**config.mk**
```make
export PLATFORM = sky130hd
export DESIGN_NAME = uart_baud_gen
export DESIGN_NICKNAME = d
export VERILOG_FILES = /design/src/rtl/uart_baud_pkg.sv /design/src/rtl/uart_baud_stage.sv /design/src/rtl/uart_baud_cfg.sv /design/src/rtl/uart_baud_gen.sv
export SDC_FILE = /design/constraint.sdc
export NUM_CORES = 1
export LEC_CHECK = 0
export BUFFER_PORTS_ARGS = -buffer_cell sky130_fd_sc_hd__buf_4
export CELL_PAD_IN_SITES_DETAIL_PLACEMENT = 0
export CELL_PAD_IN_SITES_GLOBAL_PLACEMENT = 2
export CORE_ASPECT_RATIO = 1.5
export CORE_UTILIZATION = 40
export CTS_BUF_LIST = sky130_fd_sc_hd__clkbuf_8
export CTS_CLUSTER_DIAMETER = 30
export DETAILED_ROUTE_END_ITERATION = 8
export HOLD_SLACK_MARGIN = 0.1
export PLACE_DENSITY = 0.93
export RECOVER_POWER = 50
export SYNTH_ARGS = -nofsm -noshare
export SYNTH_HDL_FRONTEND = slang
export SYNTH_SLANG_ARGS = --single-unit
```
**constraint.sdc**
```tcl
create_clock -name clk -period 3.2 [get_ports clk]
set_clock_uncertainty 0.15 [all_clocks]
set_input_delay 0.64 -clock clk [delete_from_list [all_inputs] [get_ports clk]]
set_output_delay 0.64 -clock clk [all_outputs]
set_load 0.02 [all_outputs]
```
**src/rtl/uart_baud_pkg.sv**
```systemverilog
package uart_baud_pkg;

  // Rate configuration as seen by the generator
  typedef struct packed {
    logic       async_m;
    logic [2:0] code;
  } baud_cfg_t;

  localparam int unsigned NUM_CODES = 6;

endpackage

```
**src/rtl/uart_baud_stage.sv**
```systemverilog
// One modulo stage of the divider cascade; wraps after lim+1 increments.
module uart_baud_stage #(
  parameter int unsigned W = 4
) (
  input  logic         clk,
  input  logic         rst_n,
  input  logic         clr,
  input  logic         inc,
  input  logic [W-1:0] lim,
  output logic         wrap
);

  logic [W-1:0] cnt_q;
  logic [W-1:0] cnt_d;

  always_comb begin
    wrap = inc && (cnt_q == lim);
    if (clr) begin
      cnt_d = '0;
    end else if (wrap) begin
      cnt_d = '0;
    end else if (inc) begin
      cnt_d = cnt_q + 1'b1;
    end else begin
      cnt_d = cnt_q;
    end
  end

  always_ff @(posedge clk or negedge rst_n) begin
    if (!rst_n) begin
      cnt_q <= '0;
    end else begin
      cnt_q <= cnt_d;
    end
  end

endmodule

```
**src/rtl/uart_baud_cfg.sv**
```systemverilog
// Decodes mode and select code into per-stage limits.
module uart_baud_cfg
  import uart_baud_pkg::*;
#(
  parameter int unsigned PRE_HI = 13,
  parameter int unsigned PRE_LO = 2,
  parameter int unsigned OVS    = 8,
  parameter int unsigned A_W    = 4,
  parameter int unsigned B_W    = 5,
  parameter int unsigned C_W    = 3
) (
  input  baud_cfg_t      cfg,
  output logic           valid,
  output logic [A_W-1:0] lim_a,
  output logic [B_W-1:0] lim_b,
  output logic [C_W-1:0] lim_c
);

  logic [2:0] pow_exp;

  always_comb begin
    valid = (32'(cfg.code) < NUM_CODES);
    if (cfg.async_m) begin
      lim_a   = cfg.code[2] ? A_W'(PRE_LO - 1) : A_W'(PRE_HI - 1);
      pow_exp = cfg.code[2] ? (3'({1'b0, cfg.code[0]}) + 3'd1)
                            : (3'(cfg.code[1:0]) + 3'd1);
      lim_c   = C_W'(OVS - 1);
    end else begin
      lim_a   = '0;
      pow_exp = cfg.code;
      lim_c   = '0;
    end
    lim_b = B_W'((32'd1 << pow_exp) - 32'd1);
  end

endmodule

```
**src/rtl/uart_baud_gen.sv**
```systemverilog
module uart_baud_gen
  import uart_baud_pkg::*;
#(
  parameter int unsigned PRE_HI       = 13,
  parameter int unsigned PRE_LO       = 2,
  parameter int unsigned OVS          = 8,
  parameter int unsigned SYNC_MAX_DIV = 32
) (
  input  logic       clk,
  input  logic       rst_n,
  input  logic       en,
  input  logic       mclk_en,
  input  logic       async_mode,
  input  logic [2:0] sel,
  output logic       bit_tick,
  output logic       ovs_tick
);

  localparam int unsigned PRE_MAX = (PRE_HI > PRE_LO) ? PRE_HI : PRE_LO;
  localparam int unsigned A_W     = (PRE_MAX > 2) ? $clog2(PRE_MAX) : 1;
  localparam int unsigned B_W     = (SYNC_MAX_DIV > 2) ? $clog2(SYNC_MAX_DIV) : 1;
  localparam int unsigned C_W     = (OVS > 2) ? $clog2(OVS) : 1;

  baud_cfg_t      cfg_now;
  baud_cfg_t      cfg_q;
  logic           cfg_chg;
  logic           cfg_ok;
  logic           clr;
  logic [A_W-1:0] lim_a;
  logic [B_W-1:0] lim_b;
  logic [C_W-1:0] lim_c;
  logic           inc_a;
  logic           wrap_a;
  logic           wrap_b;
  logic           wrap_c;
  logic           bit_d;
  logic           ovs_d;
  logic           bit_q;
  logic           ovs_q;

  always_comb begin
    cfg_now.async_m = async_mode;
    cfg_now.code    = sel;
    cfg_chg         = (cfg_now != cfg_q);
    clr             = cfg_chg || !en || !cfg_ok;
    inc_a           = mclk_en && !clr;
    bit_d           = wrap_c;
    ovs_d           = wrap_b && async_mode;
  end

  uart_baud_cfg #(
    .PRE_HI(PRE_HI), .PRE_LO(PRE_LO), .OVS(OVS),
    .A_W(A_W), .B_W(B_W), .C_W(C_W)
  ) i_cfg (
    .cfg   (cfg_now),
    .valid (cfg_ok),
    .lim_a (lim_a),
    .lim_b (lim_b),
    .lim_c (lim_c)
  );

  // Prescaler (13 or 2 in asynchronous mode, pass-through otherwise)
  uart_baud_stage #(.W(A_W)) i_pre (
    .clk(clk), .rst_n(rst_n), .clr(clr), .inc(inc_a), .lim(lim_a), .wrap(wrap_a)
  );

  // Power-of-two divider; its wrap is the oversampling strobe
  uart_baud_stage #(.W(B_W)) i_pow (
    .clk(clk), .rst_n(rst_n), .clr(clr), .inc(wrap_a), .lim(lim_b), .wrap(wrap_b)
  );

  // Oversample-to-bit divider (eight in asynchronous mode, pass-through otherwise)
  uart_baud_stage #(.W(C_W)) i_ovs (
    .clk(clk), .rst_n(rst_n), .clr(clr), .inc(wrap_b), .lim(lim_c), .wrap(wrap_c)
  );

  always_ff @(posedge clk or negedge rst_n) begin
    if (!rst_n) begin
      cfg_q <= '0;
      bit_q <= 1'b0;
      ovs_q <= 1'b0;
    end else begin
      cfg_q <= cfg_now;
      bit_q <= bit_d;
      ovs_q <= ovs_d;
    end
  end

  assign bit_tick = bit_q;
  assign ovs_tick = ovs_q;

endmodule

```
==> reports/qor.txt <==
CTS buffer count: 3
Fill count: 292
Routed WL: 2660 microns
Post-synth EDFFs: 0
Core footprint: 2910 sq um
Largest net degree at the start of global routing: 19
Post-synthesis cell type count: 51
Routed vias/inst: 5.52
Max H-tree Level: 1
Area growth, synth to finish: 15.4%
Initial antenna violation count: 0
R2R Setup Slk: 0.72 ns
Layout Nets: 151
Final Cycle Share: 0.917
Final HPWL DP: 1980 microns
Gr ovfl total: 0
Sw Pwr: 0.127 mW
Minimum clock period: 2.93 ns
Crit Path Class: in2reg
Gate Count Post-Synth: 120
Boundary pin count: 10
Vias in the first global route: 1000
Sink Count: 18
Hold Worst Slack: 0.373 ns
Post-placement cell area: 1360 sq um
Comb pwr share: 0.162
Sequential Area: 450 sq um
Post-synthesis sequential area ratio: 0.369
Multi-input gate area: 719 sq um
Fin area: 1410 sq um
Inserted Diodes: 0
Clock-pin slew on the worst setup and hold paths: 0.07 ns
Worst-Margin Slew: 1.01 ns
Placed insts: 171
Mapped Nets: 133
Share of cells above drive strength 1: 0.248
CP startpoint kind: primary input
CTS tree: done
Fmax: 341 MHz
Max cap viols: 0
Seq cells post-synth: 18
Req. time, crit path: 3.21 ns
DRC errors left: 0
Leak Pwr: 0.579 nW
Synth warn: 0
CP Capture Type: register
Top post-synthesis cells by area: dfrtp_1, ha_1, xor2_1
Pint: 0.376 mW
Pins Over Slew Limit: 0
Final setup violating endpoints: 0
RSZ-0062 raised after global routing: no
Global-route wire length before repair: 4510 microns
ANT nets after route: 0
Initial Util: 0.419
Final Hold Viols: 0
Clock root buffer: clkbuf_8
Wire length per cell: 15.1 microns
Router iterations before antenna repair: 4
Total track usage: 0.190
Iter 0 DRT Violations: 24
Die extent in x: 47.1 microns
Max-slew headroom: 0.328
Clock buffer depth: 2
Synthesized area: 1220 sq um
Postcts setup bufs: 0
RePlAce Congestion: 0.795
Worst-Skew Late Latency: 0.26 ns
I/O Buffers: 9
Fin Setup TNS: 0 ns
Max rail drop VDD: 0.220 mV
Vias: 971
Sw Ratio: 0.253
Main synth FF type: dfrtp_1
Avg Inst Size Synth: 10.2 sq um
Post-synth top area cell: dfrtp_1
Sequential share of power: 0.461
Pwr dens: 357 nW/um^2
Ys async rst share: 1.00
CP arrival: 2.95 ns
Crit Path Max Fanout: 3
Worst hold path class: reg2reg
Share of the synthesized area in the top cell type: 0.369
Rows: 24
Clock share of power: 0.376
Total die area: 3280 sq um
Run status: finished clean
Die Span Y: 69.6 microns
Post-Layout Cell Count: 176
[state kept, by name, indices dropped and copies added, names as in the netlist]
name and flops:
ovs_tick 1, i_ovs.cnt_q 3, i_pre.cnt_q 4, i_pow.cnt_q 5, cfg_q 4, bit_tick 1
[per-layer routing]
layer  vias to the layer above  wire, microns  GRT usage
li1                        481              -          -
met1                       474           1140      0.240
met2                        11           1430      0.312
met3                         5             44     0.0234
met4                         0             50     0.0794
met5                         -              0          0
[critical path: stages]
cell and delay [ns]:
buf_4 0.11, ha_1 0.30, nor4bb_1 0.28, o21ba_2 0.19, inv_1 0.05, ha_1 0.24
xnor2_1 0.19, and3_2 0.23, o2111ai_2 0.14, or3_4 0.37, o31ai_1 0.20
[worst paths after layout]
check,startpoint,endpoint,depth (start not counted)
max in group asynchronous,rst_n,cfg_q[1],2
worst min register to register,i_ovs.cnt_q[2],i_ovs.cnt_q[2],1
worst min-delay path,i_ovs.cnt_q[2],i_ovs.cnt_q[2],1
min in group asynchronous,rst_n,bit_tick,2
worst max-delay path,sel[0],i_ovs.cnt_q[0],11
worst max register to register,i_pre.cnt_q[0],i_ovs.cnt_q[0],5
[cells in the mapped netlist, types with 2 or more instances]
cell / count
dfrtp_1: 18
nor2_1: 8
xor2_1: 7
nand2_1: 6
nor3_1: 6
ha_1: 5
inv_1: 5
xnor2_1: 5
nand4_1: 4
a21oi_1: 3
nand3_1: 3
o211ai_1: 3
a31oi_1: 2
and2_1: 2
buf_6: 2
mux2i_1: 2
nand2b_1: 2
nor2b_1: 2
nor4bb_1: 2
o22ai_1: 2
[kinds of logic (layout without fill, tap and decap cells)]
group                      Yosys count  count (layout)  share of synthesized area
AOI/OAI and AO/OA                   23              23                      0.169
xor gates and xnor gates            12              12                     0.0862
adders and majority gates            5               5                     0.0513
buffers and inverters                9              26                     0.0410
DFF                                 18              18                      0.369
muxes                                2               2                     0.0164
and+or+nand+nor                     51              51                      0.267
[cells in the final DEF, fill, tap and decap left out, types with 5 or more instances in the layout]
cell,instances
dfrtp_1,18
buf_4,12
ha_1,5
nor3_1,6
xnor2_1,5
nand2_1,6
xor2_1,7
inv_1,5
nor2_1,8
[timing repair]
action | CTS | global route
hold buffers | 1 | 0
gates resized for setup | 0 | 0
hold endpoints to repair | 9 | 0
[power groups by stage]
stage / logic [mW] / clock network, mW / registers (mW)
floorplan: 0.0519 / 0 / 0.236
global placement: 0.0799 / 0 / 0.236
detailed placement: 0.0823 / 0 / 0.236
CTS: 0.0846 / 0.195 / 0.232
global route: 0.0909 / 0.202 / 0.232
finish: 0.0815 / 0.189 / 0.232
[stage by stage]
step	util	power (mW)	setup WS, ns
after CTS	0.488	0.512	0.252
after floorplan	-	0.288	0.228
after global routing	0.483	0.526	0.0518
after detailed placement	0.466	0.319	0.000970
final	0.483	0.503	0.265
after global placement	0.466	0.316	0.0726
[final cells by class]
type                    count  area share
repair buffers             17      0.0818
well taps                  39      0.0347
clock buffers               4      0.0391
flip-flops and latches     18       0.320
inverters                   5      0.0133
multi-input cells          93       0.511
No activity file was read; power rests on OpenSTA's default activity.
